===== config.mk =====
export PLATFORM = sky130hd
export DESIGN_NAME = nib_tx_packer
export DESIGN_NICKNAME = d
export VERILOG_FILES = /design/src/rtl/nib_tx_pkg.sv /design/src/rtl/nib_tx_split.sv /design/src/rtl/nib_tx_launch.sv /design/src/rtl/nib_tx_packer.sv
export SDC_FILE = /design/constraint.sdc
export NUM_CORES = 1
export LEC_CHECK = 0
export BUFFER_PORTS_ARGS = -buffer_cell sky130_fd_sc_hd__buf_2
export CORE_MARGIN = 4
export CORE_UTILIZATION = 47
export DETAILED_ROUTE_END_ITERATION = 16
export PLACE_DENSITY = 0.74
export SETUP_SLACK_MARGIN = 0.5
export SLEW_MARGIN = 5
export SYNTH_ARGS = -nofsm -noshare
export SYNTH_HDL_FRONTEND = slang
export SYNTH_SLANG_ARGS = --single-unit
export TNS_END_PERCENT = 100

===== constraint.sdc =====
create_clock -name clk -period 1.45 [get_ports clk]
set_clock_uncertainty 0.05 [all_clocks]
set_input_delay 0.0725 -clock clk [delete_from_list [all_inputs] [get_ports clk]]
set_output_delay 0.0725 -clock clk [all_outputs]
set_load 0.02 [all_outputs]

===== src/rtl/nib_tx_pkg.sv =====
package nib_tx_pkg;

    typedef enum logic [1:0] {
        ST_IDLE = 2'd0,
        ST_HEAD = 2'd1,
        ST_TAIL = 2'd2
    } pk_state_e;

    typedef struct packed {
        logic split_even;
        logic low_first;
        logic sync_high_first;
        logic to_offset;
        logic fall_launch;
    } pk_cfg_t;

endpackage


===== src/rtl/nib_tx_split.sv =====
module nib_tx_split #(
    parameter int WORD_W = 10,
    parameter int BUS_W  = 6,
    parameter int HI_W   = 6
) (
    input  logic [WORD_W-1:0] word,
    input  logic              split_even,
    input  logic              low_first,
    output logic [BUS_W-1:0]  first_nib,
    output logic [BUS_W-1:0]  second_nib
);
    localparam int LO_W   = WORD_W - HI_W;
    localparam int HALF_W = WORD_W / 2;

    logic [BUS_W-1:0] upper_nib;
    logic [BUS_W-1:0] lower_nib;

    always_comb begin
        upper_nib = '0;
        lower_nib = '0;
        if (split_even) begin
            upper_nib[BUS_W-1 -: HALF_W] = word[WORD_W-1 -: HALF_W];
            lower_nib[BUS_W-1 -: HALF_W] = word[HALF_W-1:0];
        end else begin
            upper_nib[HI_W-1:0] = word[WORD_W-1 -: HI_W];
            lower_nib[LO_W-1:0] = word[LO_W-1:0];
        end
    end

    assign first_nib  = low_first ? lower_nib : upper_nib;
    assign second_nib = low_first ? upper_nib : lower_nib;

endmodule


===== src/rtl/nib_tx_launch.sv =====
module nib_tx_launch #(
    parameter int BUS_W = 6
) (
    input  logic             clk,
    input  logic             rst_n,
    input  logic             fall_sel,
    input  logic [BUS_W-1:0] rise_data,
    input  logic             rise_sync,
    output logic [BUS_W-1:0] out_data,
    output logic             out_sync
);
    logic [BUS_W-1:0] fall_data_q;
    logic             fall_sync_q;

    always_ff @(negedge clk or negedge rst_n) begin
        if (!rst_n) begin
            fall_data_q <= '0;
            fall_sync_q <= 1'b1;
        end else begin
            fall_data_q <= rise_data;
            fall_sync_q <= rise_sync;
        end
    end

    assign out_data = fall_sel ? fall_data_q : rise_data;
    assign out_sync = fall_sel ? fall_sync_q : rise_sync;

    // at each rising edge the launched bus carries the value prepared for the ending cycle
    p_launch_match_r10: assert property (@(posedge clk) disable iff (!rst_n)
        (out_data == rise_data) && (out_sync == rise_sync));

endmodule


===== src/rtl/nib_tx_packer.sv =====
module nib_tx_packer #(
    parameter int WORD_W = 10,
    parameter int BUS_W  = 6,
    parameter int HI_W   = 6
) (
    input  logic              clk,
    input  logic              rst_n,
    input  logic              s_valid,
    input  logic [WORD_W-1:0] s_data,
    output logic              s_ready,
    input  logic              cfg_split_even,
    input  logic              cfg_low_first,
    input  logic              cfg_sync_high_first,
    input  logic              cfg_to_offset,
    input  logic              cfg_fall_launch,
    output logic [BUS_W-1:0]  tx_data,
    output logic              tx_sync
);
    import nib_tx_pkg::*;

    localparam logic [WORD_W-1:0] SIGN_MASK = {1'b1, {(WORD_W-1){1'b0}}};

    pk_state_e         state, state_nx;
    pk_cfg_t           cfg_q, cfg_in;
    logic [WORD_W-1:0] word_q;
    logic              load_slot;
    logic [BUS_W-1:0]  first_nib, second_nib;
    logic [BUS_W-1:0]  rise_data;
    logic              rise_sync;

    assign cfg_in = '{split_even:      cfg_split_even,
                      low_first:       cfg_low_first,
                      sync_high_first: cfg_sync_high_first,
                      to_offset:       cfg_to_offset,
                      fall_launch:     cfg_fall_launch};

    assign load_slot = (state != ST_HEAD);
    assign s_ready   = load_slot;

    // next-state logic
    always_comb begin
        unique case (state)
            ST_IDLE: state_nx = ST_HEAD;
            ST_HEAD: state_nx = ST_TAIL;
            ST_TAIL: state_nx = ST_HEAD;
            default: state_nx = ST_IDLE;
        endcase
    end

    // state register
    always_ff @(posedge clk or negedge rst_n) begin
        if (!rst_n) state <= ST_IDLE;
        else        state <= state_nx;
    end

    // word slot: sample and settings captured together
    always_ff @(posedge clk or negedge rst_n) begin
        if (!rst_n) begin
            word_q <= '0;
            cfg_q  <= '0;
        end else if (load_slot) begin
            cfg_q  <= cfg_in;
            word_q <= s_valid ? (cfg_to_offset ? (s_data ^ SIGN_MASK) : s_data)
                              : '0;
        end
    end

    nib_tx_split #(
        .WORD_W (WORD_W),
        .BUS_W  (BUS_W),
        .HI_W   (HI_W)
    ) u_split (
        .word       (word_q),
        .split_even (cfg_q.split_even),
        .low_first  (cfg_q.low_first),
        .first_nib  (first_nib),
        .second_nib (second_nib)
    );

    // output decode
    always_comb begin
        unique case (state)
            ST_HEAD: begin
                rise_data = first_nib;
                rise_sync = cfg_q.sync_high_first;
            end
            ST_TAIL: begin
                rise_data = second_nib;
                rise_sync = ~cfg_q.sync_high_first;
            end
            default: begin
                rise_data = '0;
                rise_sync = 1'b1;
            end
        endcase
    end

    nib_tx_launch #(
        .BUS_W (BUS_W)
    ) u_launch (
        .clk       (clk),
        .rst_n     (rst_n),
        .fall_sel  (cfg_q.fall_launch),
        .rise_data (rise_data),
        .rise_sync (rise_sync),
        .out_data  (tx_data),
        .out_sync  (tx_sync)
    );

    // idle lasts exactly one cycle after reset
    p_idle_once_r1: assert property (@(posedge clk) disable iff (!rst_n)
        (state == ST_IDLE) |=> (state == ST_HEAD));

    // readiness alternates once words are flowing
    p_ready_drop_r2: assert property (@(posedge clk) disable iff (!rst_n)
        s_ready |=> !s_ready);
    p_ready_rise_r2: assert property (@(posedge clk) disable iff (!rst_n)
        !s_ready |=> s_ready);

    // even split leaves the lowest pin quiet
    p_pad_bit0_r4: assert property (@(posedge clk) disable iff (!rst_n)
        (state != ST_IDLE && cfg_q.split_even) |-> (rise_data[0] == 1'b0));

    // sync changes level between the halves of one word
    p_sync_alt_r6: assert property (@(posedge clk) disable iff (!rst_n)
        (state == ST_TAIL) |-> (rise_sync != $past(rise_sync)));

    // an empty slot sends zeros
    p_filler_zero_r8: assert property (@(posedge clk) disable iff (!rst_n)
        (state == ST_HEAD && !$past(s_valid)) |-> (rise_data == '0));

    // slot contents frozen for the second half
    p_cfg_hold_r9: assert property (@(posedge clk) disable iff (!rst_n)
        (state == ST_TAIL) |-> ($stable(cfg_q) && $stable(word_q)));

endmodule


# After elaboration in Yosys (flattened, before gate mapping)
# Index checks and enable logic that the tools add are counted.
# word_totals
output_inout_bits	8
wordCells	28
register_bits	23
# op_classes
reduce_logical	2
n_bitwise	2
mux	13
eq_ne	3
# ops
operator	n
two-way mux 10 bit	2
two-way mux 6 bit	3
case mux 6 bit (2 select lines)	1
case mux 2 bit (2 select lines)	1
two-way mux 1 bit	3
two-way mux 3 bit	1
== test 2 x 1 -> 1 bit, second input constant	1
== test 2 bit, second input constant	1
logical NOT 2 bit	1
two-way mux 2 bit	1
inequality test 2 x 1 -> 1 bit, second input constant	1
inverter 1 bit	2
case mux 1 bit (2 select lines)	1
OR reduction 2 bit	1

# Logic depth before layout (Yosys ltp)
# depth
word_depth	4
ltp_mapped	6
ltp_nobuf	5

# By module
# Synthesis repeated with hierarchy kept, for this count alone.
# hier_totals
hier_cells	102
area_unflattened_um2	1277.5
# modules_own_cells
mod	cells_per_inst	instances	area_per_inst_um2
nib_tx_packer	58	1	767.0
nib_tx_launch	16	1	296.5
nib_tx_split	28	1	214.0

==> impl_results.md <==
- Outcome: complete, but fails checks
- Failing checks: setup timing
- Vias in the first global route: 1,149
- Max_cap viols: 0
- Synth Register Bits: 23
- Mapped Area: 0.00113 mm²
- Drt first pass iters: 4
- Core box area: roughly 0.0023 mm²
- Worst-Skew Late Latency: 0.32 ns
- Largest net degree at the start of global routing: 14
- CP Max Fanout: 6
- Initial antenna violation count: 0
- Synth Area in Adders: under 10%
- DRC errors left: 0
- Pwr/cell area: 664 mW/mm²
- Via density per instance: approximately 5.5
- Critical path cell sequence: buf_6, ha_2, mux2_4, a32oi_2, nor2b_1
- Clk Tree Root Cell: clkbuf_4
- Buf/Inv on CP: 1
- Final Util: about nine tenths
- Number of diodes: 0
- FILL cells: 96
- IO Port Bufs: 25
- Share of the synthesized area in the top cell type: a little over a third
- CP delay by family, top: flip-flops
- Worst Hold Path Cells: 3
- Final #Nets: between 150 and 200
- Post-Route WL: slightly below 4000 µm
- First-pass GRT wire length: between 5000 and 6000 µm
- Net Count, Synth: roughly 120
- Seq/Total Area, Yosys: 51.0%
- Xor and xnor area share after synthesis: 0.774%
- Worst setup margin: -0.849 ns
- Htree depth: 1
- GRT Util Overall: a little over a fifth
- # clock sinks: 23
- HPWL after DPL: 1840 µm
- CP max-delay cell: dfrtp_1
- ANT nets after route: 0
- I/O Pins: 26
- Die Area: approximately 0.0033 mm²
- CP peak stage delay: about 0.43 ns
- Worst setup SP type: flip-flop
- EDFF count, synth: 0
- Simple-gate area share of the yosys netlist: 7.41%
- Crit path DAT: 1.68 ns
- Finished Layout Cells: slightly below 200
- Yosys warnings: 0
- Wirelength per Cell: 19.6 µm
- Worst hold path class: in -> reg
- Placement Rows: 17
- Total power: ~1.3 mW
- Slew headroom: between 70% and 80%
- Worst Setup End Kind: flip-flop
- Largest cells by area after synthesis: dfrtp_1 35%, dfrtn_1 13%, mux2_2 10%
- Clk buf depth: 2
- Proportion of synthesized area in mux cells: between 15 and 20%
- Worst-path clk slew: approximately 0.13 ns
- Share of cells above drive strength 1: roughly 64%
- Synth Flop Type: dfrtp_1
- P_leak: just under 1 nW
- Gate Count Post-Synth: 92
- Most frequent cell after synthesis: dfrtp_1
- Avg Inst Size Synth: about 12 µm²
- Synth area leader: dfrtp_1
- Min-delay src: s_data[9]
- Num CTS Buffers: 3
- Worst Tran Pin Value: ~0.4 ns
- Starting DRT DRC Count: 37
- Cell variety after synth: 23
- Congestion Overflow GR: 0
- Die W: roughly 57 µm
- CTS tree: done
- R2r startpoint: state[1]
- Final Max Tran Viols: 0
- Layout area overhead: 77.4%
- Peak supply drop: roughly 0.0006 V
- Synth Area in Compound Gates: 14.8%
- Final setup viols: 29
- Largest family of logic cells by synthesized area: multiplexers
- # placed instances: roughly 170
- Initial Util: 50.2%
- Hold path endpoint: word_q[9]
- Post-synth top cells: 16 x dfrtp_1, 10 x a22o_1, 10 x mux2_2, 7 x nand2_1
- Via count: about 1,100
- Post-synth ARST share: 100%
- Setup TNS Final: -14.97 ns
- GP Congestion: between 0.7 and 0.8
- Chip height: 57.1 µm
- WP data required: 0.84 ns
- Final Hold Fails: 0
- R2r endpoint: u_launch.fall_data_q[4]
- Kind of critical path: reg -> reg
- RSZ-0062 raised after global routing: yes
- Reg-to-reg setup timing slack: -0.85 ns
- Path depth of the worst reg2reg path: 5
-- flip-flops by register name, summed over array words and instances, names as in the netlist --
register              flops
word_q                   10
u_launch.fall_sync_q      1
state                     2
cfg_q                     4
u_launch.fall_data_q      6
-- final cells by class --
class / instances / area [µm²] / area share, %
repair buffers: 80 / 692 / 34.5
multi-input cells: 60 / 654 / 32.6
flip-flops and latches: 23 / 578 / 28.8
well taps: 28 / 35.0 / 1.75
clock buffers: 3 / 22.5 / 1.12
inverters: 3 / 16.3 / 0.810
clock inverters: 2 / 8.76 / 0.436
-- report_power, final --
part | internal (mW) | switching (mW)
logic | 0.183 | 0.128
registers | 0.677 | 0.0269
clock network | 0.105 | 0.211
-- worst register-to-register path, stage by stage, from the launching register on --
cell and delay, ns:
dfrtp_1 0.43, buf_6 0.14, ha_2 0.20, mux2_4 0.28
a32oi_2 0.22, nor2b_1 0.10
-- placed cells by master, fill, tap and decap left out, drive strengths merged, types with 2 or more instances in the layout --
cell type,netlist,routed
a22o,10,10
a22oi,4,4
o21ai,5,5
dfrtn,6,6
clkbuf,1,3
buf,5,66
dlygate4sd3,0,14
ha,5,5
nor2b,6,7
mux2,14,14
inv,4,3
a32oi,2,2
dfrtp,16,16
nand2,7,7
-- metal layers --
layer	share of wire, %	global-route usage [%]
met4	2.5	7.28
met3	4.3	4.30
met1	41	25.3
met2	52	39.2
met5	0	0
-- kinds of logic after synthesis --
group | after synthesis
AO/OA/AOI/OAI | 22
adder cells (fa/ha/maj) | 5
flip-flops | 23
multiplexers | 15
buffers and inverters | 10
AND/OR/NAND/NOR | 16
XOR/XNOR | 1
-- what timing repair did --
action | CTS | global route
setup endpoints to repair | 31 | 31
pin swaps | 12 | 6
endpoints found under the hold margin | 29 | 0
gates cloned | 1 | 0
setup buffers | 9 | 4
gates resized for setup | 37 | 16
hold buffers | 14 | 0
-- metrics by stage --
| step | setup WS [ns] | hold WS, ns | cell area, µm² |
|---|---|---|---|
| final | -0.849 | 0.0655 | 2010 |
| after CTS | -0.770 | 0.0579 | 1910 |
| after global routing | -0.897 | 0.0600 | 2010 |
| after floorplan | -0.689 | -0.273 | 1190 |
| after detailed placement | -0.794 | -0.0886 | 1520 |
| after global placement | -0.752 | -0.0959 | 1520 |
-- how the worst max path moves through the flow --
| stage | from | endpoint | slack, ns | depth (start not counted) |
|---|---|---|---|---|
| 2_1_floorplan | state[1] | u_launch.fall_data_q[1] | -0.69 | 6 |
| 3_3_place_gp | state[1] | u_launch.fall_data_q[5] | -0.75 | 5 |
| 3_5_place_dp | state[1] | u_launch.fall_data_q[5] | -0.79 | 5 |
| 4_1_cts | state[0] | u_launch.fall_data_q[1] | -0.77 | 5 |
| 5_1_grt | state[1] | u_launch.fall_data_q[0] | -0.90 | 5 |
| 6_report | state[1] | u_launch.fall_data_q[4] | -0.85 | 5 |
(Power assumes the default switching activity.)
